**config.mk**
```make
export PLATFORM = sky130hd
export DESIGN_NAME = srp_shift_reg
export DESIGN_NICKNAME = d
export VERILOG_FILES = /design/src/rtl/srp_pkg.sv /design/src/rtl/srp_decode.sv /design/src/rtl/srp_bit_sel.sv /design/src/rtl/srp_store.sv /design/src/rtl/srp_shift_reg.sv
export SDC_FILE = /design/constraint.sdc
export NUM_CORES = 1
export LEC_CHECK = 0
export BUFFER_PORTS_ARGS = -buffer_cell sky130_fd_sc_hd__buf_2
export CAP_MARGIN = 40
export CORE_AREA = 2 2 39 41
export CTS_CLUSTER_SIZE = 20
export DETAILED_ROUTE_END_ITERATION = 7
export DIE_AREA = 0 0 41 43
export GPL_TIMING_DRIVEN = 0
export PLACE_DENSITY = 0.45
export SYNTH_ARGS = -nofsm -noshare
export SYNTH_HDL_FRONTEND = slang
export SYNTH_SLANG_ARGS = --single-unit
export TNS_END_PERCENT = 20
```
**constraint.sdc**
```tcl
create_clock -name clk -period 1.77 [get_ports clk]
set_input_delay 0 -clock clk [delete_from_list [all_inputs] [get_ports clk]]
set_output_delay 0 -clock clk [all_outputs]
set_load 0.1 [all_outputs]
```
**src/rtl/srp_pkg.sv**
```systemverilog
package srp_pkg;
  typedef enum logic [1:0] {
    OP_HOLD  = 2'd0,
    OP_LOAD  = 2'd1,
    OP_SHIFT = 2'd2
  } srp_op_e;
endpackage

```
**src/rtl/srp_decode.sv**
```systemverilog
module srp_decode
  import srp_pkg::*;
(
  input  logic [1:0] sel,
  output srp_op_e    op,
  output logic       upd_en
);
  always_comb begin
    case (sel)
      2'b01:   op = OP_LOAD;
      2'b10:   op = OP_SHIFT;
      default: op = OP_HOLD;
    endcase
    upd_en = (op != OP_HOLD);
  end
endmodule

```
**src/rtl/srp_bit_sel.sv**
```systemverilog
module srp_bit_sel
  import srp_pkg::*;
(
  input  srp_op_e op,
  input  logic    cur_bit,
  input  logic    load_bit,
  input  logic    shift_bit,
  output logic    nxt_bit
);
  always_comb begin
    case (op)
      OP_LOAD:  nxt_bit = load_bit;
      OP_SHIFT: nxt_bit = shift_bit;
      default:  nxt_bit = cur_bit;
    endcase
  end
endmodule

```
**src/rtl/srp_store.sv**
```systemverilog
module srp_store #(
  parameter int W = 4
) (
  input  logic         clk,
  input  logic         clr,
  input  logic         en,
  input  logic [W-1:0] d,
  output logic [W-1:0] q
);
  always_ff @(posedge clk or posedge clr) begin
    if (clr) begin
      q <= '0;
    end else if (en) begin
      q <= d;
    end
  end
endmodule

```
**src/rtl/srp_shift_reg.sv**
```systemverilog
module srp_shift_reg
  import srp_pkg::*;
#(
  parameter int W = 4
) (
  input  logic         clk,
  input  logic         clr,
  input  logic [1:0]   sel,
  input  logic         ser_in,
  input  logic [W-1:0] par_in,
  output logic [W-1:0] par_out,
  output logic         ser_out
);
  localparam int TOP = W - 1;

  srp_op_e      op;
  logic         upd_en;
  logic [W-1:0] word_q;
  logic [W-1:0] word_d;

  srp_decode u_dec (
    .sel    (sel),
    .op     (op),
    .upd_en (upd_en)
  );

  for (genvar i = 0; i < W; i++) begin : g_bit
    logic src;
    if (i == TOP) begin : g_top
      assign src = ser_in;
    end else begin : g_mid
      assign src = word_q[i+1];
    end
    srp_bit_sel u_sel (
      .op        (op),
      .cur_bit   (word_q[i]),
      .load_bit  (par_in[i]),
      .shift_bit (src),
      .nxt_bit   (word_d[i])
    );
  end

  srp_store #(.W(W)) u_store (
    .clk (clk),
    .clr (clr),
    .en  (upd_en),
    .d   (word_d),
    .q   (word_q)
  );

  assign par_out = word_q;
  assign ser_out = word_q[0];
endmodule

```
# ---- After elaboration in Yosys (flattened, before gate mapping)
# Index checks and enable logic that the tools add are counted.
dict set report totals {
  register_bits 4
  inputBits 9
  out_inout_bits 5
  wordCells 13
}
dict set report op_classes {
  eq_ne 4
  muxes 5
  n_reduce_logical 3
}
# operator count
set ops {}
lappend ops {{case mux 1 bit (2 select lines)} 4}
lappend ops {{== test 2 x 1 -> 1 bit, second input constant} 2}
lappend ops {{== test 2 bit, second input constant} 2}
lappend ops {{case mux 2 bit (2 select lines)} 1}
lappend ops {{nonzero test 2 bit} 2}
lappend ops {{AND reduction 2 bit} 1}

# ---- Longest topological paths before layout
dict set report depth {
  ltp_word 5
  ltp_mapped 5
  ltp_nobuf 4
}

# ---- Hierarchy
# Synthesis repeated with hierarchy kept, for this count alone.
dict set report unflattened {
  cells_unflattened 43
  area_unflattened_um2 387.9
}
# mod n_inst cells_per_inst area_each_um2 seq_area_each_um2
set by_module_without_submodules {}
lappend by_module_without_submodules {srp_bit_sel 4 7 48.8 0.0}
lappend by_module_without_submodules {srp_store 1 9 148.9 100.1}
lappend by_module_without_submodules {srp_decode 1 5 36.3 0.0}
lappend by_module_without_submodules {srp_shift_reg 1 1 7.5 0.0}

# ---- Worst setup path before layout
# No wires, ideal clock.
dict set report synth_timing {
  kind {register to output}
  startpoint {register u_store.q[0]}
  endpoint {output par_out[0]}
  arrival_time_ns 1.340
  required_time_ns 1.770
  slack_ns 0.430
  path_stages_with_launch 2
  path_cell_list {dfrtp_1 > buf_4}
}
# element line_no
set synth_lines {}
lappend synth_lines {{start, declared} srp_store.sv:8} ;# output logic [W-1:0] q
lappend synth_lines {{start signal, assigned} srp_store.sv:12} ;# q <= '0;
lappend synth_lines {{start signal, assigned} srp_store.sv:14} ;# q <= d;
lappend synth_lines {{end, declared} srp_shift_reg.sv:11} ;# output logic [W-1:0] par_out,
# No word-level cell between the ends.

# ---- Final worst setup path
dict set report layout_timing {
  startpoint {register u_store.q[3]}
  endpoint {output par_out[3]}
}
# No word-level cell between the ends.

==> flow_summary.yaml <==
setup_path:
  start_kind: "flop"
  r2r_start: "u_store.q[2]"
  worstPathRequired_ns: 1.77
  end_kind: "primary output"
  arrival_ns: 1.11
  r2r_slack_ns: 1.05
  worstReg2RegEnd: "u_store.q[1]"
  critical_path_class: "flop to primary output"
  rr_worst_depth: 2
  crit_fanout: 3
  cp-startpoint: "u_store.q[3]"
finish:
  nets: 53
  final-seq-area_sq_um: 100.1
  reg.largest.list: "u_store.q (4)"
  syn_to_final_growth_pct: 49.74
  largest-register: "u_store.q"
  final_util: 0.2559
  largest_reg_flops: 4
  fillers: 169
  drive_gt1_frac: 0.5122
  diodes: 0
  multiInputGateArea_sq_um: 87.58
  final_area_sq_um: 354.1
logic_synthesis:
  synth_cell_types: 8
  synth_seq_cells: 4
  synth_compound_area_frac: 0.08466
  yosysTopAreaCellShare: 0.4233
  synthSimpleGateAreaFrac: 0.06349
  netlist_instances: 24
  synth.avg_cell_area_sq_um: 9.853
  synth_top_family_by_area: "buffers and inverters"
  yosysTopAreaCell: "dfrtp_1"
  synth-adder-area-share: 0.05291
  syn-num-nets: 34
  seq_area_frac_synth: 0.4233
  synth_area_leaders: "dfrtp_1, mux2i_1, buf_4, o21ai_1, nand2_1"
  yosys_warnings: 0
  syn-cell-area_sq_um: 236.5
  synth_xor_xnor_area_share: 0
  muxShareOfSynthArea: 0.1693
cts:
  clk_pin_slew_ns: 0.04
  cts_made_buffers: 3
  clockBufferDepth: 2
  clkSinkCount: 4
  postCtsResizedCells: 0
  h-tree-depth: 1
  ctsRootBufferMaster: "clkbuf_4"
  clock_latency_ns: 0.24
  cts_tree: "done"
pwr:
  vdd_drop_max_v: 0.0002600
  total_power_uw: 473.8
  power_density_nw_per_um2: 1338
  leakagePower_uw: 0.0001922
timing:
  rsz0062_at_grt: "no"
  period_needed_ns: 1.110
  max_slew_margin: 0.6783
  finalHoldViolCount: 0
  setup_tns_ns: 0
  finalCritPeriodShare: 0.6269
  setup_viol: 0
  slew_viol_final: 0
  max_freq_mhz: 901.3
  tightest_slew_ns: 0.4859
  skew_ns: 0.001913
placement:
  io_buffers: 13
  gp_congestion: 0.6031
  placed_cell_area_sq_um: 321.6
min_path:
  hold_path_end: "u_store.q[2]"
  worstHoldStart: "par_in[2]"
  hp-class: "primary input to flop"
  whs_path_depth: 3
global_route:
  grt_max_degree: 9
  grt_pass1_wl_um: 669
  antenna_found_initial: 0
  grt_overflow_total: 0
  first_global_vias: 175
  grt_util_all_layers: 0.06647
floorplanning:
  die_area_sq_um: 1763
  core_area_sq_um: 1384
  num_rows: 14
  io_pins: 14
  die_x_um: 41
  dieHeight_um: 43
  start_util: 0.1709
status:
  run_status: "finished, final reports clean"
route:
  drt-initial-drc-count: 0
  drt_wl_total_um: 492
  routedWlPerCell_um: 8.632
  drc: 0
  drt-vias-per-instance: 3.684
  vias: 210
  dr.pass1.iters: 1
  drtAntennaViolNets: 0
flow_run:
  drv_cap: 0
-- repair_timing --
item / CTS / global route
endpoints found under the hold margin: 4 / 0
hold buffers: 1 / 0
setup buffers: 0 / 0
-- metal layers --
| metal | up-vias | track usage | share of wire |
|---|---|---|---|
| li1 | 111 | - | - |
| met1 | 92 | 0.07143 | 0.46 |
| met2 | 7 | 0.07188 | 0.47 |
| met3 | 0 | 0.03141 | 0.063 |
| met4 | 0 | 0.1000 | 0 |
| met5 | - | 0 | 0 |
-- worst max-delay path by stage --
stage / end
after global placement: par_out[2]
after global routing: par_out[2]
after floorplan: par_out[0]
after detailed placement: par_out[3]
after CTS: par_out[3]
final: par_out[3]
-- cells by family (layout without fill, tap and decap cells) --
family,after synthesis,in the layout
AO/OA/AOI/OAI,4,4
adder cells (fa/ha/maj),1,1
multiplexers,4,4
flip-flops,4,4
buffers and inverters,7,24
AND/OR/NAND/NOR,4,4
-- synth_stat cells --
cell type,n
o21ai_1,4
nand2_1,4
buf_6,1
ha_1,1
dfrtp_1,4
inv_1,2
buf_4,4
mux2i_1,4
-- cell usage in the layout (no fill, tap or decap) --
master,instances
buf_2,13
mux2i_1,4
nand2_1,4
o21ai_1,4
buf_4,4
dfrtp_1,4
clkbuf_4,3
inv_1,2
buf_6,1
ha_1,1
dlygate4sd3_1,1
-- per-stage QoR --
| step | hold slack [ns] | std cells | worst slack (ns) |
|---|---|---|---|
| after floorplan | -0.2339 | 24 | 0.4301 |
| after global placement | -0.1085 | 53 | 0.9082 |
| after detailed placement | -0.1080 | 53 | 0.9072 |
| after CTS | 0.03971 | 57 | 0.6433 |
| after global routing | 0.05356 | 57 | 0.6117 |
| final | 0.04107 | 57 | 0.6604 |
-- power breakdown --
part | internal, uW | total, uW | switching, uW
clock | 76.1 | 117 | 40.5
combinational | 55.6 | 238 | 182
sequential | 108 | 119 | 11.1
total | 240 | 474 | 234
-- critical path, cell delays in order, from the launching register on --
cell and delay (ns):
dfrtp_1 0.36, buf_4 0.11, buf_2 0.41
-- layout make-up --
cell class	count	share of cell area
inverter	2	0.02120
buffer	5	0.1166
multi-input combinational	13	0.2473
timing repair buffer	14	0.2120
tap	16	0.05654
clock buffer	3	0.06360
sequential	4	0.2827
Note: power is estimated with default switching activity, not from simulation.
